File: src/rtl/mv_hier_ctrl.sv
module mv_hier_ctrl #(
  parameter int MVW   = 10,
  parameter int CW    = 16,
  parameter int RANGE = 384
) (
  input  logic           clk,
  input  logic           rst_n,
  input  logic           start,
  input  logic           nbr_valid,
  input  logic [MVW-1:0] nbr_mvx,
  input  logic [MVW-1:0] nbr_mvy,
  output logic           cmd_valid,
  input  logic           cmd_ready,
  output logic [1:0]     cmd_level,
  output logic [1:0]     cmd_kind,
  output logic [MVW-1:0] cmd_cx,
  output logic [MVW-1:0] cmd_cy,
  input  logic           res_valid,
  output logic           res_ready,
  input  logic           res_last,
  input  logic [MVW-1:0] res_mvx,
  input  logic [MVW-1:0] res_mvy,
  input  logic [CW-1:0]  res_cost,
  output logic           done,
  output logic [MVW-1:0] frame_mvx,
  output logic [MVW-1:0] frame_mvy,
  output logic [MVW-1:0] top_mvx,
  output logic [MVW-1:0] top_mvy,
  output logic [MVW-1:0] bot_mvx,
  output logic [MVW-1:0] bot_mvy
);
  localparam int FMIN = -RANGE;
  localparam int FMAX = RANGE - 1;
  localparam int MMIN = -(RANGE / 2);
  localparam int MMAX = RANGE / 2 - 1;

  typedef enum logic [2:0] {IDLE, C_CMD, C_RES, M_CMD, M_RES, F_CMD, F_RES} st_t;
  st_t st;
  logic [1:0] sidx;

  logic           nbv;
  logic [MVW-1:0] nbx, nby;
  logic           b1v, b2v, mv, fv;
  logic [MVW-1:0] b1x, b1y, b2x, b2y, mx, my, fx, fy;
  logic [CW-1:0]  b1c, b2c, mc, fc;

  function automatic int sx(input logic [MVW-1:0] v);
    return int'($signed(v));
  endfunction

  function automatic logic [MVW-1:0] clip(input int v, input int lo, input int hi);
    int r;
    r = (v < lo) ? lo : ((v > hi) ? hi : v);
    return r[MVW-1:0];
  endfunction

  logic acc, take1, take2, mtake, ftake;
  assign acc   = res_valid && res_ready;
  assign take1 = !b1v || (res_cost < b1c);
  assign take2 = !b2v || (res_cost < b2c);
  assign mtake = !mv  || (res_cost < mc);
  assign ftake = !fv  || (res_cost < fc);

  logic [MVW-1:0] fwx, fwy;
  assign fwx = ftake ? res_mvx : fx;
  assign fwy = ftake ? res_mvy : fy;

  logic [MVW-1:0] mcx, mcy, fcx, fcy;
  always_comb begin
    case (sidx)
      2'd0:    begin mcx = clip(2 * sx(b1x), MMIN, MMAX); mcy = clip(2 * sx(b1y), MMIN, MMAX); end
      2'd1:    begin mcx = clip(2 * sx(b2x), MMIN, MMAX); mcy = clip(2 * sx(b2y), MMIN, MMAX); end
      default: begin
        mcx = nbv ? clip(sx(nbx) >>> 1, MMIN, MMAX) : '0;
        mcy = nbv ? clip(sx(nby) >>> 1, MMIN, MMAX) : '0;
      end
    endcase
  end
  assign fcx = clip(2 * sx(mx), FMIN, FMAX);
  assign fcy = clip(2 * sx(my), FMIN, FMAX);

  assign cmd_valid = (st == C_CMD) || (st == M_CMD) || (st == F_CMD);
  assign res_ready = (st == C_RES) || (st == M_RES) || (st == F_RES);
  assign cmd_level = (st == F_CMD) ? 2'd2 : ((st == M_CMD) ? 2'd1 : 2'd0);
  assign cmd_kind  = (st == F_CMD) ? sidx : 2'd0;
  assign cmd_cx    = (st == F_CMD) ? fcx : ((st == M_CMD) ? mcx : '0);
  assign cmd_cy    = (st == F_CMD) ? fcy : ((st == M_CMD) ? mcy : '0);

  always_ff @(posedge clk or negedge rst_n) begin
    if (!rst_n) begin
      st <= IDLE; sidx <= '0; done <= 1'b0;
      nbv <= 1'b0; nbx <= '0; nby <= '0;
      b1v <= 1'b0; b1x <= '0; b1y <= '0; b1c <= '0;
      b2v <= 1'b0; b2x <= '0; b2y <= '0; b2c <= '0;
      mv <= 1'b0; mx <= '0; my <= '0; mc <= '0;
      fv <= 1'b0; fx <= '0; fy <= '0; fc <= '0;
      frame_mvx <= '0; frame_mvy <= '0;
      top_mvx <= '0; top_mvy <= '0;
      bot_mvx <= '0; bot_mvy <= '0;
    end else begin
      done <= 1'b0;
      case (st)
        IDLE: if (start) begin
          st <= C_CMD;
          nbv <= nbr_valid; nbx <= nbr_mvx; nby <= nbr_mvy;
          b1v <= 1'b0; b2v <= 1'b0; mv <= 1'b0; fv <= 1'b0;
          b1x <= '0; b1y <= '0; b2x <= '0; b2y <= '0;
        end
        C_CMD: if (cmd_ready) st <= C_RES;
        C_RES: if (acc) begin
          if (take1) begin
            b2v <= b1v; b2x <= b1x; b2y <= b1y; b2c <= b1c;
            b1v <= 1'b1; b1x <= res_mvx; b1y <= res_mvy; b1c <= res_cost;
          end else if (take2) begin
            b2v <= 1'b1; b2x <= res_mvx; b2y <= res_mvy; b2c <= res_cost;
          end
          if (res_last) begin
            st <= M_CMD; sidx <= 2'd0;
          end
        end
        M_CMD: if (cmd_ready) st <= M_RES;
        M_RES: if (acc) begin
          if (mtake) begin
            mv <= 1'b1; mx <= res_mvx; my <= res_mvy; mc <= res_cost;
          end
          if (res_last) begin
            if (sidx == 2'd2) begin
              st <= F_CMD; sidx <= 2'd0;
            end else begin
              st <= M_CMD; sidx <= sidx + 2'd1;
            end
          end
        end
        F_CMD: if (cmd_ready) st <= F_RES;
        F_RES: if (acc) begin
          if (res_last) begin
            fv <= 1'b0;
            case (sidx)
              2'd0:    begin frame_mvx <= fwx; frame_mvy <= fwy; end
              2'd1:    begin top_mvx <= fwx; top_mvy <= fwy; end
              default: begin bot_mvx <= fwx; bot_mvy <= fwy; end
            endcase
            if (sidx == 2'd2) begin
              st <= IDLE; sidx <= 2'd0; done <= 1'b1;
            end else begin
              st <= F_CMD; sidx <= sidx + 2'd1;
            end
          end else if (ftake) begin
            fv <= 1'b1; fx <= res_mvx; fy <= res_mvy; fc <= res_cost;
          end
        end
        default: st <= IDLE;
      endcase
    end
  end
endmodule

File: config.mk
export PLATFORM = sky130hd
export DESIGN_NAME = mv_hier_ctrl
export DESIGN_NICKNAME = d
export VERILOG_FILES = /design/src/rtl/mv_hier_ctrl.sv
export SDC_FILE = /design/constraint.sdc
export NUM_CORES = 1
export LEC_CHECK = 0
export BUFFER_PORTS_ARGS = -buffer_cell sky130_fd_sc_hd__buf_2
export CAP_MARGIN = 10
export CORE_MARGIN = 3
export CORE_UTILIZATION = 40
export DETAILED_ROUTE_END_ITERATION = 10
export PLACE_DENSITY = 0.63
export SLEW_MARGIN = 20
export SYNTH_ARGS = -nofsm -noshare
export SYNTH_HDL_FRONTEND = slang
export SYNTH_SLANG_ARGS = --single-unit
File: constraint.sdc
create_clock -name clk -period 5.5 [get_ports clk]
set_input_delay 1.1 -clock clk [delete_from_list [all_inputs] [get_ports clk]]
set_output_delay 1.1 -clock clk [all_outputs]
set_load 0.1 [all_outputs]
==> flow_summary.toml, run 1 <==
[status]
outcome = "finished, final reports clean"

[synthesis]
syn-num-nets = 1332
postSynthCellCount = 1207
synth_top_cell_area_share_pct = 48.07
ys_types = 53
syn_avg_cell_area_sq_um = 10.05
synthTopCellsByArea = "dfrtp_1 (48%), mux2_2 (7.6%), ha_1 (6.4%), a21oi_1 (6.4%), nor2_1 (4.6%)"
synth_warnings = 0
synth.ff_latch_count = 233
yosysSeqAreaShare_pct = 48.07
ys.flop_type = "dfrtp_1"
yosysMostFrequentCell = "dfrtp_1"
ys_async_sr_fraction_pct = 100.0
synth_top_cell_by_area = "dfrtp_1"
synth_edf_count = 0
synthTopCellsByCount = "dfrtp_1 (233), a21oi_1 (154), nor2_1 (148)"
synth_area_sq_um = 12130

[clocking]
cts_hold_buffers = 0
clock-root-buffer = "clkbuf_16"
clock-sinks = 233
post-cts-setup-buffers = 0
clock_latency_ps = 550
cts_made_buffers = 27
cts.repair.resized = 0
clockBufferDepth = 3
tritoncts = "yes"
ctsHtreeMaxLevel = 1
clk_pin_slew_ps = 60

[die]
io_pins = 150
rows = 63
core_area_sq_um = 29800
die_area_sq_um = 32450
start_util_pct = 40.71
die_w_um = 180.1
die_h_um = 180.1

[detailed_routing]
antenna_left = 0
dr.pass1.iters = 4
wl_per_cell_um = 17.11
vias = 9256
first_iter_violations = 566
drc = 0
drt-vias-per-instance = 5.289
routed_wirelength_um = 29950

[worst_setup_path]
r2r-end = "b2x[5]"
timing_worst_setup_path_type = "register to primary output"
critPathLaunch = "st[0]"
cp_max_fo = 14
endpoint = "cmd_cy[1]"
rrSetupSlack_ps = 2040
r2r_start = "st[1]"
critPathLaunchType = "register"
reg2reg_depth = 9
critPathRequiredTime_ps = 4400
cp-end-kind = "primary output"
arrival_ps = 3730

[timing]
setup_viol = 0
max_freq_mhz = 207.2
tns_ps = 0
finalHoldViolCount = 0
skew_ps = 14.37
maxSlewHeadroom_pct = 42.43
period_share_pct = 87.76
fin_crit_ps = 4827
drv_slew = 0
rsz0062_at_grt = "no"
tightest_slew_ps = 863.6

[placed_design]
place_congestion = 0.8578
port_buffers = 147
place_inst = 1701
dp_hpwl_um = 21250

[grt]
grt_pass1_wl_um = 49320
grt_start_max_net_pins = 109
grt_overflow = 0
antenna_found_initial = 2
grt_pass1_vias = 9314
grt_use_total_pct = 18.35

[power]
vdd_drop_max_v = 0.0004788
p_leak_nw = 6.849
p_total_mw = 9.602
power_density_nw_per_um2 = 674.9

[layout]
diodes = 0
multi_input_area_sq_um = 5689
fill_cells = 2812
syn_to_final_growth_pct = 17.29
register_area_sq_um = 5831
layout-drive-gt1-share_pct = 23.82
nets = 1465
final_cells = 1750

[hold_path]
hold_class = "register to register"

[flow_run]
max_cap_violations = 0
==> cell usage in the layout, fill, tap and decap left out, types with 27 or more instances in the layout <==
cell,Yosys,routed
a21oi_1,154,152
buf_2,10,146
clkbuf_16,0,27
dfrtp_1,233,233
ha_1,62,62
inv_1,95,95
mux2_2,82,82
nand2_1,58,58
nor2_1,148,148
o21ai_0,72,72
==> critical path: stages (launching register included) <==
cell,delay (ps)
dfrtp_1,610
inv_1,270
or3_1,610
a21oi_1,630
a21oi_1,80
o31ai_1,450
buf_2,520
==> final cells by class <==
class | instances | share of cell area, %
repair buffers | 166 | 6.332
flip-flops and latches | 233 | 40.99
clock inverters | 13 | 1.486
inverters | 95 | 2.507
well taps | 390 | 3.430
clock buffers | 36 | 5.268
multi-input cells | 817 | 39.99
==> registers in the layout (all words and copies together) (netlist names), 16 cells and up <==
name  flops
b1c      16
fc       16
b2c      16
mc       16
==> worst min-delay path by stage <==
stage	startpoint	to	cells after the start	slack (ps)
3_3_place_gp	fx[6]	fx[6]	1	470
4_1_cts	fx[7]	fx[7]	1	490
5_1_grt	fx[5]	fx[5]	1	500
2_1_floorplan	fx[0]	fx[0]	1	460
3_5_place_dp	fx[7]	fx[7]	1	480
6_report	fx[7]	fx[7]	1	490
==> where the power goes <==
group / switching, mW / total (mW) / internal, mW
Sequential: 0.479 / 2.90 / 2.43
Clock: 0.729 / 1.92 / 1.19
Combinational: 3.43 / 4.77 / 1.34
==> cells by family (layout without fill, tap and decap cells) <==
logic type,Yosys count,after routing,synth area share [%]
multiplexers,147,147,14.04
AND/OR/NAND/NOR,274,274,9.666
flip-flops,233,233,48.07
buffers and inverters,157,310,5.333
AO/OA/AOI/OAI,334,334,16.49
adder cells (fa/ha/maj),62,62,6.396
==> routing by layer <==
layer	vias to the layer above	share of wire, %	routed length (um)	track usage, %
li1	4515	-	-	-
met2	159	50	15070	32.10
met1	4522	43	12870	23.65
met3	56	4.3	1283	3.331
met4	4	2.3	699	4.605
met5	-	0.090	27	0
==> through the flow <==
stage | setup WS [ps] | instance area [sq um] | util (%) | hold slack [ps]
2_1_floorplan | 589.0 | 12130 | - | 464.0
3_3_place_gp | 1271 | 13270 | 44.52 | 473.7
3_5_place_dp | 1233 | 13270 | 44.52 | 480.8
4_1_cts | 723.2 | 14230 | 47.75 | 494.6
5_1_grt | 404.6 | 14230 | 47.75 | 501.9
6_report | 673.4 | 14230 | 47.75 | 491.6
Power figures use the tool's default switching activity.
==> run 2, diff against run 1 <==
- ABC_AREA: not set -> 1
- RECOVER_POWER: not set -> 25
==> flow_summary.toml, run 2 <==
[synthesis]
synth_edf_count = 0
synth_top_cell_area_share_pct = 48.65
postSynthCellCount = 1519
synth.ff_latch_count = 233
synthMuxAreaShare_pct = 0.3759
synth_area_sq_um = 11980
synthTopCellsByCount = "nand2_1 (420), o21ai_0 (245), dfrtp_1 (233)"
synth_top_cell_by_area = "dfrtp_1"
synth-compound-area-share_pct = 16.02
ys_async_sr_fraction_pct = 100.0
ys.flop_type = "dfrtp_1"
synthTopCellsByArea = "dfrtp_1 (49%), nand2_1 (13%), o21ai_0 (10%), ha_1 (6.5%), inv_1 (5.7%)"
syn_avg_cell_area_sq_um = 7.889
synth-xor-area-share_pct = 0
ys_types = 34
yosysMostFrequentCell = "nand2_1"
syn-num-nets = 1644
synth_fa_ha_area_share_pct = 6.473
yosysSeqAreaShare_pct = 48.65
synth_warnings = 0
synth_top_family_by_area = "simple AND/OR/NAND/NOR gates"
synth-simple-area-share_pct = 20.23

[grt]
grt_overflow = 0
antenna_found_initial = 1
grt_start_max_net_pins = 122
grt_pass1_vias = 9903
grt_use_total_pct = 19.56
grt_pass1_wl_um = 50750

[placed_design]
placed_cell_area_sq_um = 13050
place_worst_setup_slack_ps = 1534
place_congestion = 0.8681
dp_hpwl_um = 21930
place_inst = 2002
port_buffers = 147

[clocking]
cts_hold_buffers = 0
cts_made_buffers = 28
clock_latency_ps = 530
cts.repair.resized = 0
post-cts-setup-buffers = 0
ctsHtreeMaxLevel = 1
tritoncts = "yes"
clk_pin_slew_ps = 60
clockBufferDepth = 3
clock-sinks = 233
clock-root-buffer = "clkbuf_16"

[power]
p_comb_share_pct = 47.2
power_density_nw_per_um2 = 640.4
p_leak_nw = 7.361
pwr-share-clk_pct = 21.3
intPower_mw = 4.600
power_frac_seq_pct = 31.5
switching_share_pct = 48.68
p_switching_mw = 4.363
vdd_drop_max_v = 0.0003410

[die]
die_area_sq_um = 32070
die_w_um = 179.1
io_pins = 150
core_area_sq_um = 29090
die_h_um = 179.1
rows = 62
start_util_pct = 41.20

[status]
outcome = "complete, but fails checks"
violations = "capacitance limit, slew limit"

[layout]
register_area_sq_um = 5831
syn_to_final_growth_pct = 16.80
final_area_sq_um = 14000
final_cell_mix = "nand2_1 (419), o21ai_0 (245), dfrtp_1 (233), inv_1 (183), buf_2 (146)"
fill_cells = 2965
final_cells = 2049
multi_input_area_sq_um = 5170
layout-drive-gt1-share_pct = 13.39
diodes = 0
nets = 1773
final_common_cell = "nand2_1"

[timing]
setup_ws_ps = 1498
maxSlewHeadroom_pct = -108.7
max_freq_mhz = 249.9
tns_ps = 0
skew_ps = 8.391
rsz0062_at_grt = "no"
fin_crit_ps = 4002
finalHoldViolCount = 0
setup_viol = 0
drv_slew = 158
period_share_pct = 72.76
tightest_slew_ps = 3131

[detailed_routing]
first_iter_violations = 663
routed_wirelength_um = 31310
drt-vias-per-instance = 5.087
drc = 0
wl_per_cell_um = 15.28
dr.pass1.iters = 5
antenna_left = 0
vias = 10420

[worst_setup_path]
critPathLaunchType = "register"
arrival_ps = 2900
critPathRequiredTime_ps = 4400
timing_worst_setup_path_type = "register to primary output"
reg2reg_depth = 14
cp_max_fo = 17
cp-end-kind = "primary output"

[hold_path]
hold_class = "register to register"
min_delay_path_depth = 2

[flow_run]
max_cap_violations = 2
-- run 2: path summary, 6_finish.rpt --
check,to,from,slack (ps)
min in group asynchronous,frame_mvx[5],rst_n,1540
worst max register to register,mx[8],mc[5],2580
worst min-delay path,my[3],my[3],460
worst max-delay path,cmd_cy[5],st[1],1500
worst min register to register,my[3],my[3],460
max in group asynchronous,nby[9],rst_n,1990
-- run 2: power groups by stage --
stage	sequential, mW	combinational [mW]	clock, mW
after floorplan	3.64	2.49	0
after global placement	2.82	4.16	0
after detailed placement	2.84	4.24	0
after CTS	2.82	4.25	1.95
after global routing	2.91	4.68	2.03
final	2.82	4.23	1.91
-- run 2: worst max-delay path: stages, from the launching register on --
cell and delay [ps]:
dfrtp_1 460, inv_1 100, nor3_2 150, buf_4 280
o21ai_0 360, o21ai_0 180, nand2_1 100, o21ai_0 260
buf_2 480
-- run 2: layer usage --
layer / vias up / routed length, um / global-route usage [%]
met5: - / 13 / 0
met4: 2 / 664 / 5.090
met3: 50 / 1554 / 2.922
met2: 254 / 15430 / 34.54
met1: 4903 / 13650 / 25.14
li1: 5215 / - / -
-- run 2: cell type report --
cell class	instances	share of cell area (%)
flip-flops and latches	233	41.66
multi-input cells	1033	36.94
clock buffers	42	6.105
repair buffers	162	6.034
inverters	190	5.095
well taps	384	3.433
clock inverters	5	0.7419
-- run 2: cell families (layout without fill, tap and decap cells) --
group	count (synthesis)	after routing
fa+ha+maj	62	62
compound gates	369	369
simple gates	598	598
buf+inv	253	399
flops	233	233
mux	4	4
-- run 2: through the flow --
| step | power (mW) | utilization (%) | hold WS [ps] |
|---|---|---|---|
| CTS | 9.028 | 48.15 | 467.1 |
| finish | 8.964 | 48.12 | 464.6 |
| global route | 9.627 | 48.12 | 486.6 |
| floorplan | 6.135 | - | 436.7 |
| global placement | 6.989 | 44.86 | 449.4 |
| detailed placement | 7.083 | 44.86 | 453.2 |
==> run 3, diff against run 2 <==
- ABC_AREA: 1 -> 0
- PLACE_DENSITY: 0.63 -> 0.65
- clock period: 5.5 -> 3.4 ns (I/O delays scaled with it)
==> flow_summary.toml, run 3 (synthesis results as in run 1) <==
[status]
outcome = "complete, but fails checks"
violations = "capacitance limit, slew limit"

[worst_setup_path]
path_delay_family = "compound AO/OA/AOI/OAI gates"
timing_worst_setup_path_type = "register to primary output"
arrival_ps = 2620
crit_buf_inv = 1
critPathLaunchType = "register"
cp_max_fo = 8
crit_path_cell_trace = "nor2b_1 -> nand2_1 -> a21oi_2 -> o21ai_0 -> o21ai_1 -> buf_4"
critPathRequiredTime_ps = 2720
slowest_delay_ps = 460
cp-end-kind = "primary output"
slowest_stage = "dfrtp_2"

[clocking]
clockBufferDepth = 3
clk_pin_slew_ps = 60
clock_latency_ps = 530
ctsHtreeMaxLevel = 1
cts_made_buffers = 26
clock-root-buffer = "clkbuf_16"
tritoncts = "yes"
clock-sinks = 233

[grt]
grt_use_met2_pct = 27.81
met3_usage_pct = 2.887
grt_pass1_vias = 9393
busiest_layer = "met1"
grt_use_total_pct = 18.52
met1_usage_pct = 27.99
grt_start_max_net_pins = 92
antenna_found_initial = 3
grt_pass1_wl_um = 49900
grt_overflow = 0

[die]
start_util_pct = 40.71
io_pins = 150
die_area_sq_um = 32450
die_w_um = 180.1
core_area_sq_um = 29800
die_h_um = 180.1
rows = 63

[placed_design]
placed_cell_area_sq_um = 13900
port_buffers = 147
dp_hpwl_um = 21450
place_congestion = 0.8632

[timing]
period_share_pct = 96.97
max_freq_mhz = 303.3
skew_ps = 18.63
maxSlewHeadroom_pct = -49.12
setup_viol = 0
drv_slew = 91
fin_crit_ps = 3297
finalHoldViolCount = 0
tightest_slew_ps = 2237
timing.hold.ws_ps = 371.3
tns_ps = 0

[power]
switching_share_pct = 48.27
intPower_mw = 8.277
pwr-share-clk_pct = 18.3
p_switching_mw = 7.724
p_leak_nw = 7.032
power_frac_seq_pct = 29.4
p_comb_share_pct = 52.3
vdd_drop_max_v = 0.0005800
p_total_mw = 16.00
power_density_nw_per_um2 = 1076

[flow_run]
max_cap_violations = 1

[layout]
final_cell_mix = "dfrtp_1 (231), nor2_1 (148), a21oi_1 (146), buf_2 (127), inv_1 (95)"
nets = 1483
syn_to_final_growth_pct = 22.61
final_area_sq_um = 14870
layout-drive-gt1-share_pct = 26.25
final_common_cell = "dfrtp_1"

[hold_path]
hold_class = "input port to register"

[detailed_routing]
wl_per_cell_um = 17.30
routed_wirelength_um = 30590
drc = 0
drt-vias-per-instance = 5.341
first_iter_violations = 627
dr.pass1.iters = 5
vias = 9443
antenna_left = 0
==> run 3: timing repair <==
| item | in CTS | in global routing |
|---|---|---|
| buffers inserted | 0 | 4 |
| setup endpoints to repair | 16 | 14 |
| resized for setup | 10 | 6 |
| hold buffers | 0 | 0 |
| pin swaps | 0 | 2 |
==> run 3: worst paths after layout <==
| kind | from | endpoint | slack, ps | cells after the start |
|---|---|---|---|---|
| worst max-delay path | st[1] | cmd_cx[6] | 100 | 6 |
| worst min-delay path | nbr_mvy[7] | nby[7] | 370 | 3 |
| worst max register to register | b1c[11] | b2x[8] | 360 | 10 |
| worst min register to register | fx[1] | fx[1] | 490 | 1 |
| max in group asynchronous | rst_n | st[1] | 640 | 2 |
| min in group asynchronous | rst_n | bot_mvx[2] | 810 | 1 |
==> run 3: power by group through the flow <==
stage | Sequential (mW) | Clock [mW] | Combinational [mW]
4_1_cts | 4.70 | 3.00 | 8.36
2_1_floorplan | 6.64 | 0 | 4.40
6_report | 4.71 | 2.93 | 8.37
5_1_grt | 4.87 | 3.12 | 9.02
3_5_place_dp | 4.72 | 0 | 8.29
3_3_place_gp | 4.68 | 0 | 8.14
==> run 3: worst reg2reg max path: cells and delay by family, from the launching register on <==
| kind | cells | cell delay (ps) |
|---|---|---|
| buf+inv | 2 | 310 |
| mux | 1 | 250 |
| fa+ha+maj | 1 | 310 |
| compound gates | 3 | 850 |
| flops | 1 | 350 |
| simple gates | 3 | 860 |
==> run 3: metrics by stage <==
stage               util [%]  instances  worst slack [ps]
finish                 49.91       1768             103.1
global route           49.91       1768           -0.1896
CTS                    49.78       1761             34.90
detailed placement     46.65       1716            -8.664
global placement       46.65       1716             27.53
floorplan                  -       1207            -234.4
==> run 3: per-layer routing <==
layer,part of all wire [%],up-vias
li1,-,4537
met1,49,4629
met2,44,225
met3,5.1,52
met4,2.1,0
met5,0,-
==> run 3: final cells by class <==
type	count	area (sq um)
Fill cell	2721	14920
Antenna cell	3	7.507
Multi-Input combinational cell	817	5906
Timing Repair Buffer	185	1394
Tap cell	390	488.0
Sequential cell	233	5833
Clock inverter	11	176.4
Inverter	95	356.6
Clock buffer	34	710.7
